`src/rtl/mac_seq_pkg.sv`:
```
package mac_seq_pkg;
  typedef enum logic [2:0] {
    SRC_KEY   = 3'd0,
    SRC_TKEY  = 3'd1,
    SRC_OTP   = 3'd2,
    SRC_SN    = 3'd3,
    SRC_CONST = 3'd4
  } src_e;
endpackage

```
`src/rtl/mac_seq_decode.sv`:
```
module mac_seq_decode
  import mac_seq_pkg::*;
#(
  parameter int KEY_BYTES = 32,
  parameter int TK_BYTES  = 32,
  parameter int OTP_BYTES = 11,
  parameter int SN_BYTES  = 9,
  parameter int SLOT_W    = 4,
  parameter int CW        = 7,
  parameter int AW        = 5,
  parameter logic [7:0] OPCODE = 8'h08
) (
  input  logic [CW-1:0]     idx_i,
  input  logic [SLOT_W-1:0] slot_i,
  input  logic [7:0]        mode_i,
  output src_e              src_o,
  output logic [AW-1:0]     addr_o,
  output logic [7:0]        const_o
);
  localparam int TK_BASE  = KEY_BYTES;
  localparam int CMD_BASE = TK_BASE + TK_BYTES;
  localparam int OTP_BASE = CMD_BASE + 4;
  localparam int SN_BASE  = OTP_BASE + OTP_BYTES;
  localparam int SN_HALF  = (SN_BYTES - 1) / 2;

  always_comb begin
    int i;
    int k;
    i       = int'(idx_i);
    k       = 0;
    src_o   = SRC_CONST;
    addr_o  = '0;
    const_o = 8'h00;
    if (i < TK_BASE) begin
      src_o  = SRC_KEY;
      addr_o = AW'(i);
    end else if (i < CMD_BASE) begin
      src_o  = SRC_TKEY;
      addr_o = AW'(i - TK_BASE);
    end else if (i < OTP_BASE) begin
      src_o = SRC_CONST;
      case (i - CMD_BASE)
        0:       const_o = OPCODE;
        1:       const_o = mode_i;
        2:       const_o = 8'(slot_i);
        default: const_o = 8'h00;
      endcase
    end else if (i < SN_BASE) begin
      src_o  = SRC_OTP;
      addr_o = AW'(i - OTP_BASE);
    end else begin
      src_o = SRC_SN;
      k     = i - SN_BASE;
      if (k == 0)            addr_o = AW'(SN_BYTES - 1);
      else if (k <= SN_HALF) addr_o = AW'(k - 1 + SN_HALF);
      else                   addr_o = AW'(k - 1 - SN_HALF);
    end
  end
endmodule

```
`src/rtl/mac_seq_ctrl.sv`:
```
module mac_seq_ctrl #(
  parameter int MSG_LEN = 88,
  parameter int SLOT_W  = 4,
  parameter int CW      = 7
) (
  input  logic              clk,
  input  logic              rst_n,
  input  logic              start_i,
  input  logic [SLOT_W-1:0] slot_i,
  input  logic [7:0]        mode_i,
  input  logic              ready_i,
  output logic              busy_o,
  output logic              valid_o,
  output logic              done_o,
  output logic              issue_o,
  output logic [CW-1:0]     idx_o,
  output logic [SLOT_W-1:0] slot_o,
  output logic [7:0]        mode_o
);
  logic              busy_q, busy_d;
  logic              valid_q, valid_d;
  logic [CW-1:0]     cnt_q, cnt_d;
  logic [SLOT_W-1:0] slot_q;
  logic [7:0]        mode_q;
  logic              start_ok, accept, all_issued, issue, fin;

  always_comb begin
    start_ok   = !busy_q && start_i;
    accept     = valid_q && ready_i;
    all_issued = (cnt_q == CW'(MSG_LEN));
    issue      = busy_q && !all_issued && (!valid_q || ready_i);
    fin        = accept && all_issued;

    busy_d = busy_q;
    if (start_ok)  busy_d = 1'b1;
    else if (fin)  busy_d = 1'b0;

    cnt_d = cnt_q;
    if (start_ok)   cnt_d = '0;
    else if (issue) cnt_d = cnt_q + 1'b1;

    valid_d = valid_q;
    if (issue)       valid_d = 1'b1;
    else if (accept) valid_d = 1'b0;
  end

  always_ff @(posedge clk or negedge rst_n) begin
    if (!rst_n) begin
      busy_q  <= 1'b0;
      valid_q <= 1'b0;
      cnt_q   <= '0;
    end else begin
      busy_q  <= busy_d;
      valid_q <= valid_d;
      cnt_q   <= cnt_d;
    end
  end

  always_ff @(posedge clk or negedge rst_n) begin
    if (!rst_n) begin
      slot_q <= '0;
      mode_q <= '0;
    end else if (start_ok) begin
      slot_q <= slot_i;
      mode_q <= mode_i;
    end
  end

  assign busy_o  = busy_q;
  assign valid_o = valid_q;
  assign done_o  = fin;
  assign issue_o = issue;
  assign idx_o   = cnt_q;
  assign slot_o  = slot_q;
  assign mode_o  = mode_q;
endmodule

```
`src/rtl/mac_seq_mux.sv`:
```
module mac_seq_mux
  import mac_seq_pkg::*;
(
  input  logic       clk,
  input  logic       rst_n,
  input  logic       issue_i,
  input  src_e       src_i,
  input  logic [7:0] const_i,
  input  logic [7:0] key_data_i,
  input  logic [7:0] tkey_data_i,
  input  logic [7:0] otp_data_i,
  input  logic [7:0] sn_data_i,
  output logic [7:0] data_o
);
  src_e       src_q;
  logic [7:0] const_q;

  always_ff @(posedge clk or negedge rst_n) begin
    if (!rst_n) begin
      src_q   <= SRC_CONST;
      const_q <= '0;
    end else if (issue_i) begin
      src_q   <= src_i;
      const_q <= const_i;
    end
  end

  always_comb begin
    unique case (src_q)
      SRC_KEY:  data_o = key_data_i;
      SRC_TKEY: data_o = tkey_data_i;
      SRC_OTP:  data_o = otp_data_i;
      SRC_SN:   data_o = sn_data_i;
      default:  data_o = const_q;
    endcase
  end
endmodule

```
`src/rtl/mac_msg_seq.sv`:
```
module mac_msg_seq
  import mac_seq_pkg::*;
#(
  parameter int KEY_BYTES = 32,
  parameter int TK_BYTES  = 32,
  parameter int OTP_BYTES = 11,
  parameter int SN_BYTES  = 9,
  parameter int SLOT_W    = 4,
  parameter logic [7:0] OPCODE = 8'h08,
  localparam int MSG_LEN = KEY_BYTES + TK_BYTES + 4 + OTP_BYTES + SN_BYTES,
  localparam int CW      = $clog2(MSG_LEN + 1),
  localparam int KAW     = $clog2(KEY_BYTES),
  localparam int TAW     = $clog2(TK_BYTES),
  localparam int OAW     = $clog2(OTP_BYTES),
  localparam int SAW     = $clog2(SN_BYTES)
) (
  input  logic              clk,
  input  logic              rst_n,
  input  logic              start_i,
  input  logic [SLOT_W-1:0] slot_i,
  input  logic [7:0]        mode_i,
  output logic [SLOT_W-1:0] key_slot_o,
  output logic              key_rd_o,
  output logic [KAW-1:0]    key_addr_o,
  input  logic [7:0]        key_data_i,
  output logic              tkey_rd_o,
  output logic [TAW-1:0]    tkey_addr_o,
  input  logic [7:0]        tkey_data_i,
  output logic              otp_rd_o,
  output logic [OAW-1:0]    otp_addr_o,
  input  logic [7:0]        otp_data_i,
  output logic              sn_rd_o,
  output logic [SAW-1:0]    sn_addr_o,
  input  logic [7:0]        sn_data_i,
  output logic              m_valid_o,
  input  logic              m_ready_i,
  output logic [7:0]        m_data_o,
  output logic              busy_o,
  output logic              done_o
);
  localparam int AW01 = (KAW > TAW) ? KAW : TAW;
  localparam int AW23 = (OAW > SAW) ? OAW : SAW;
  localparam int AW   = (AW01 > AW23) ? AW01 : AW23;

  logic              issue;
  logic [CW-1:0]     idx;
  logic [SLOT_W-1:0] slot_q;
  logic [7:0]        mode_q;
  src_e              src;
  logic [AW-1:0]     addr;
  logic [7:0]        cbyte;

  mac_seq_ctrl #(.MSG_LEN(MSG_LEN), .SLOT_W(SLOT_W), .CW(CW)) u_ctrl (
    .clk(clk), .rst_n(rst_n), .start_i(start_i), .slot_i(slot_i),
    .mode_i(mode_i), .ready_i(m_ready_i), .busy_o(busy_o),
    .valid_o(m_valid_o), .done_o(done_o), .issue_o(issue), .idx_o(idx),
    .slot_o(slot_q), .mode_o(mode_q)
  );

  mac_seq_decode #(
    .KEY_BYTES(KEY_BYTES), .TK_BYTES(TK_BYTES), .OTP_BYTES(OTP_BYTES),
    .SN_BYTES(SN_BYTES), .SLOT_W(SLOT_W), .CW(CW), .AW(AW), .OPCODE(OPCODE)
  ) u_dec (
    .idx_i(idx), .slot_i(slot_q), .mode_i(mode_q),
    .src_o(src), .addr_o(addr), .const_o(cbyte)
  );

  mac_seq_mux u_mux (
    .clk(clk), .rst_n(rst_n), .issue_i(issue), .src_i(src), .const_i(cbyte),
    .key_data_i(key_data_i), .tkey_data_i(tkey_data_i),
    .otp_data_i(otp_data_i), .sn_data_i(sn_data_i), .data_o(m_data_o)
  );

  assign key_slot_o  = slot_q;
  assign key_rd_o    = issue && (src == SRC_KEY);
  assign tkey_rd_o   = issue && (src == SRC_TKEY);
  assign otp_rd_o    = issue && (src == SRC_OTP);
  assign sn_rd_o     = issue && (src == SRC_SN);
  assign key_addr_o  = addr[KAW-1:0];
  assign tkey_addr_o = addr[TAW-1:0];
  assign otp_addr_o  = addr[OAW-1:0];
  assign sn_addr_o   = addr[SAW-1:0];
endmodule

```
`config.mk`:
```
export PLATFORM = sky130hd
export DESIGN_NAME = mac_msg_seq
export DESIGN_NICKNAME = d
export VERILOG_FILES = /design/src/rtl/mac_seq_pkg.sv /design/src/rtl/mac_seq_decode.sv /design/src/rtl/mac_seq_ctrl.sv /design/src/rtl/mac_seq_mux.sv /design/src/rtl/mac_msg_seq.sv
export SDC_FILE = /design/constraint.sdc
export NUM_CORES = 1
export LEC_CHECK = 0
export ABC_AREA = 1
export CAP_MARGIN = 30
export CORE_ASPECT_RATIO = 0.75
export CORE_UTILIZATION = 34
export DETAILED_ROUTE_END_ITERATION = 10
export DONT_BUFFER_PORTS = 1
export PLACE_DENSITY_LB_ADDON = 0.08
export SYNTH_ARGS = -nofsm -noshare
export SYNTH_HDL_FRONTEND = slang
export SYNTH_SLANG_ARGS = --single-unit
export TNS_END_PERCENT = 1
```
`constraint.sdc`:
```
create_clock -name clk -period 3.4 [get_ports clk]
set_input_delay 0.17 -clock clk [delete_from_list [all_inputs] [get_ports clk]]
set_output_delay 0.17 -clock clk [all_outputs]
set_load 0.02 [all_outputs]
```
; Yosys cells after proc, flatten, opt, wreduce, memory -nomap -nowiden
; Index checks and enable logic that the tools add are counted.
[classes]
n_addsub = 8
n_lt_le_gt_ge = 5
n_eq_ne = 9
n_mux = 21
n_reduce_logical = 20
[ops]
columns = cell, n
row1 = $logic_not A32 Y1, 2
row2 = $eq A32 B1 Y1 const B, 1
row3 = $eq A32 B2 Y1 const B, 1
row4 = $pmux W8 S4, 1
row5 = $mux W5, 6
row6 = $mux W8, 3
row7 = $pmux W8 S3, 1
row8 = $lt A7 B7 Y1 const B, 3
row9 = $sub A7 B7 Y8 const B, 2
row10 = $mux W7, 2
row11 = $eq A3 B2 Y1 const B, 4
row12 = $logic_and A1 B1 Y1, 9
row13 = $mux W3, 3
row14 = $le A8 B4 Y1 const B, 1
row15 = $add A7 B1 Y7 const B, 1
row16 = $eq A7 B7 Y1 const B, 1
row17 = $lt A7 B6 Y1 const B, 1
row18 = $eq A3 B1 Y1 const B, 2
row19 = $logic_not A3 Y1, 2
row20 = $reduce_bool A2 Y1, 3
row21 = $add A5 B4 Y5 const B, 1
row22 = $mux W1, 5
row23 = $sub A5 B1 Y5 const B, 1
row24 = $sub A5 B2 Y5 const B, 1
row25 = 4 further kinds, 6
[totals]
regBits = 32
inputBits = 48
output_inout_bits = 37

; Longest topological paths before layout
[depth]
ltp_word = 9
depth_mapped = 22

; By module
; Synthesis repeated with hierarchy kept, for this count alone.
[unflattened]
hier_cells = 350
area_unflattened_um2 = 2708.8
[modules_own_cells]
columns = module, n_inst, cells_per_inst, area_per_inst_um2, seq_area_each_um2
row1 = mac_seq_ctrl, 1, 94, 1023.5, 525.5
row2 = mac_seq_mux, 1, 108, 859.6, 276.5
row3 = mac_seq_decode, 1, 123, 680.7, 0.0
row4 = mac_msg_seq, 1, 25, 145.1, 0.0

; Worst setup path after synthesis
; Ideal clock, no wire load.
[synth_timing]
path_kind = register -> output
start = register u_ctrl.cnt_q[0] (netlist: u_ctrl.idx_o[0])
end = output port tkey_addr_o[4]
arrival_time_ns = 2.688
required_ns = 3.230
path_slack_ns = 0.542
path_stages_with_launch = 22
cell_sequence = dfrtp_1 > ha_1 > nand2_1 > nand2_1 > nand2_1 > inv_1 > nand3_2 > nor2_4 > nand2_2 > nand2_1 > inv_1 > fa_1 > nand3b_1 > nand2_1 > inv_1 > nand2_1 > nand2_1 > nand3_1 > nand3_1 > nand2_1 > nand2_1 > buf_4
[synth_via]
elab_chain_cells = 9
word_cells_on_any_way = 18
[synth_lines]
columns = item, line
row1 = start: declaration, mac_seq_ctrl.sv:22  ; logic [CW-1:0] cnt_q, cnt_d;
row2 = start signal: assignment, mac_seq_ctrl.sv:55  ; cnt_q <= cnt_d;
row3 = $sub A7 B7 Y8, mac_seq_decode.sv:53  ; k = i - SN_BASE;
row4 = $sub A5 B2 Y5, "mac_seq_decode.sv:55, mac_seq_decode.sv:56"
row5 = $sub A5 B4 Y5 or $add A5 B4 Y5 (tied branches), "mac_seq_decode.sv:56, mac_seq_decode.sv:55"
row6 = $mux W5, mac_seq_decode.sv:55  ; else if (k <= SN_HALF) addr_o = AW'(k - 1 + SN_HALF);
row7 = $mux W5, mac_seq_decode.sv:54  ; if (k == 0) addr_o = AW'(SN_BYTES - 1);
row8 = $mux W5, mac_seq_decode.sv:48  ; end else if (i < SN_BASE) begin
row9 = $mux W5, mac_seq_decode.sv:40  ; end else if (i < OTP_BASE) begin
row10 = $mux W5, mac_seq_decode.sv:37  ; end else if (i < CMD_BASE) begin
row11 = $mux W5 *, mac_seq_decode.sv:34  ; if (i < TK_BASE) begin
row12 = end: declaration, mac_msg_seq.sv:27  ; output logic [TAW-1:0] tkey_addr_o,
; Every way passes the cells marked *; elsewhere a longest branch is shown, timed or not.

; Final worst setup path
; Same ends and word-level chain as after synthesis.

==> flow_summary.json <==
{
  "place_congestion": 0.8900,
  "layout.cells.most_common": "nand2_1",
  "critPathLaunchType": "flop",
  "yosys-top-cells-area": "dfrtp_1 35%, nand2_1 17%, inv_1 7.0%, ha_1 5.0%, buf_4 4.7%",
  "io_pins": 85,
  "die_area_um2": 6930,
  "htree_levels": 2,
  "globalRoute.totalOverflow": 0,
  "die_h_um": 72.35,
  "hold_start": "m_ready_i",
  "internal_power_mw": 1.188,
  "drv_cap": 0,
  "netlist_area_um2": 2243,
  "cp.required_ns": 3.23,
  "hold_violations": 0,
  "min_period_ns": 3.067,
  "cellLeakagePower_nw": 1.365,
  "fin_cells": 407,
  "grt_max_degree": 33,
  "drive_gt1_frac": 0.1564,
  "p_switching_mw": 1.573,
  "synth_largest_area_cell": "dfrtp_1",
  "ys_types": 32,
  "fin_setup_tns_ns": 0,
  "grt_first_pass_wirelength_um": 9315,
  "peakVddDrop_uv": 406.5,
  "n_antenna_cell": 0,
  "grtUsageTotal": 0.1779,
  "clk_latency_ns": 0.29,
  "skew_ns": 0.005236,
  "r2r_slack_ns": 1.38,
  "worstPathArrival_ns": 2.90,
  "antenna_found_initial": 0,
  "first_global_vias": 1875,
  "cts_tree": "yes",
  "cts_buffer_depth": 2,
  "dp_hpwl_um": 4390,
  "worst_pin_slew_ns": 0.8963,
  "slew-limit-headroom": 0.4024,
  "power_frac_clock": 0.146,
  "finish.utilization": 0.4097,
  "reg2reg_to": "u_ctrl.idx_o[6]",
  "seq_area_frac_synth": 0.3575,
  "path_clk_slew_ns": 0.07,
  "setup_viol": 0,
  "avgSynthCellArea_um2": 7.167,
  "rows": 25,
  "cp-startpoint": "u_ctrl.idx_o[0]",
  "pwr-share-seq": 0.217,
  "synthesis.nets": 371,
  "yosys_warnings": 0,
  "outcome": "completed",
  "hold_class": "primary input to flop",
  "drc_errors": 0,
  "cts_sinks": 32,
  "postSynthCellCount": 313,
  "final_nets": 383,
  "fmax_mhz": 326.1,
  "yosys_register_bits": 32,
  "avgViaCountPerCell": 4.909,
  "synth_top_area_share": 0.3458,
  "min_period_over_period": 0.9020,
  "powerDensity_nw_per_um2": 1062,
  "coreArea_um2": 6350,
  "swShare": 0.5697,
  "reg2reg_depth": 9,
  "critPathMaxFanout": 7,
  "endpoint": "tkey_addr_o[4]",
  "cp-end-kind": "output pin",
  "wire_per_inst_um": 14.65,
  "num_vias": 1998,
  "drt_wl_total_um": 5964,
  "numCtsBuffers": 5,
  "final_cell_mix": "100 x nand2_1, 42 x inv_1, 27 x dfrtp_1",
  "nFillCells": 689,
  "die_w_um": 95.80,
  "portBuffers": 0,
  "ant_nets": 0,
  "finalMaxSlewViolations": 0,
  "drtPass1Iterations": 4,
  "floorplan.initialDensity": 0.3533,
  "power_frac_comb": 0.637,
  "p_total_mw": 2.762,
  "grt_setup_unrepaired": "no",
  "drtIter0Drc": 71,
  "root_buffer": "clkbuf_8",
  "area_delta_synth_final_pct": 15.95,
  "reg2reg_from": "u_ctrl.idx_o[0]",
  "critPathKind": "flop to output pin",
  "placedCellCount": 376
}
per-layer routing:
| metal | up-vias | wire [um] | global-route usage |
|---|---|---|---|
| met5 | - | 0 | 0 |
| met4 | 0 | 85 | 0.05638 |
| met3 | 11 | 431 | 0.04193 |
| met2 | 81 | 2352 | 0.2508 |
| met1 | 890 | 3096 | 0.2657 |
| li1 | 1016 | - | - |
state kept, by name, summed over array words and instances (netlist names):
| signal | flops |
|---|---|
| u_ctrl.mode_o | 8 |
| u_ctrl.idx_o | 7 |
| u_ctrl.valid_o | 1 |
| u_mux.const_q | 8 |
| u_ctrl.slot_o | 4 |
| u_mux.src_q | 3 |
| u_ctrl.busy_o | 1 |
cell type report:
cell class | count | area (um2) | area share
clock buffers | 7 | 96.34 | 0.03704
clock inverters | 1 | 30.03 | 0.01154
inverters | 49 | 183.9 | 0.07071
multi-input cells | 212 | 1150 | 0.4420
flip-flops and latches | 32 | 807.0 | 0.3102
well taps | 81 | 101.3 | 0.03896
repair buffers | 25 | 232.7 | 0.08947
synth_stat cells, drive strengths merged:
cell         count
nor3             5
nand4            4
dlygate4sd1      1
inv             48
nor2            16
buf             17
clkinv           1
o22ai           13
dfrtp           31
nand3           19
fa               1
xor2             2
nand3b           1
o21ai           20
ha               9
dfstp            1
clkbuf           2
nor4             1
a21oi            7
a221oi           8
nand2          106
how the worst min path moves through the flow:
stage                       end  slack [ns]  cells past startpoint
3_5_place_dp   u_mux.const_q[4]       -0.12                      0
3_3_place_gp   u_mux.const_q[7]       -0.12                      0
2_1_floorplan     u_ctrl.busy_o       -0.13                      0
4_1_cts          u_ctrl.valid_o        0.06                      3
6_report         u_ctrl.valid_o        0.07                      3
5_1_grt          u_ctrl.valid_o        0.11                      3
power groups by stage:
stage	clock [mW]	sequential, mW	combinational, mW
2_1_floorplan	0	0.564	1.67
3_3_place_gp	0	0.616	1.62
3_5_place_dp	0	0.616	1.61
4_1_cts	0.413	0.608	1.64
5_1_grt	0.427	0.612	1.96
6_report	0.403	0.601	1.76
what timing repair did:
| item | 4_1_cts | 5_1_grt |
|---|---|---|
| endpoints found under the hold margin | 44 | 0 |
| setup buffers | 0 | 9 |
| resized for setup | 0 | 9 |
| hold buffers | 14 | 0 |
| setup endpoints to repair | 0 | 2 |
through the flow:
stage          setup WS (ns)  hold slack [ns]  instance area (um2)
2_1_floorplan         0.5418          -0.1256                 2243
3_3_place_gp          0.4255          -0.1244                 2230
3_5_place_dp          0.3594          -0.1246                 2230
4_1_cts              0.02947          0.06239                 2506
5_1_grt             0.008268           0.1089                 2601
6_report              0.3333          0.07117                 2601
critical path, stage by stage (launching register included):
cell,delay (ns)
dfrtp_2,0.46
buf_4,0.16
inv_1,0.17
ha_1,0.28
inv_1,0.09
nand3_1,0.10
xor2_1,0.17
fa_1,0.40
nand3b_1,0.17
nand2_1,0.09
inv_1,0.04
nand2_1,0.05
nand2_1,0.07
nand3_1,0.09
nand3_1,0.09
nand2_2,0.09
nand2_4,0.10
cell families (layout without fill, tap and decap cells):
kind of cell,count (synthesis),in the layout,synth area share
and+or+nand+nor,152,152,0.3006
buffers and inverters,69,82,0.1456
AOI/OAI and AO/OA,48,48,0.1294
DFF,32,32,0.3575
adders and majority gates,10,10,0.05912
xor gates and xnor gates,2,2,0.007810
Note: power is estimated with default switching activity, not from simulation.
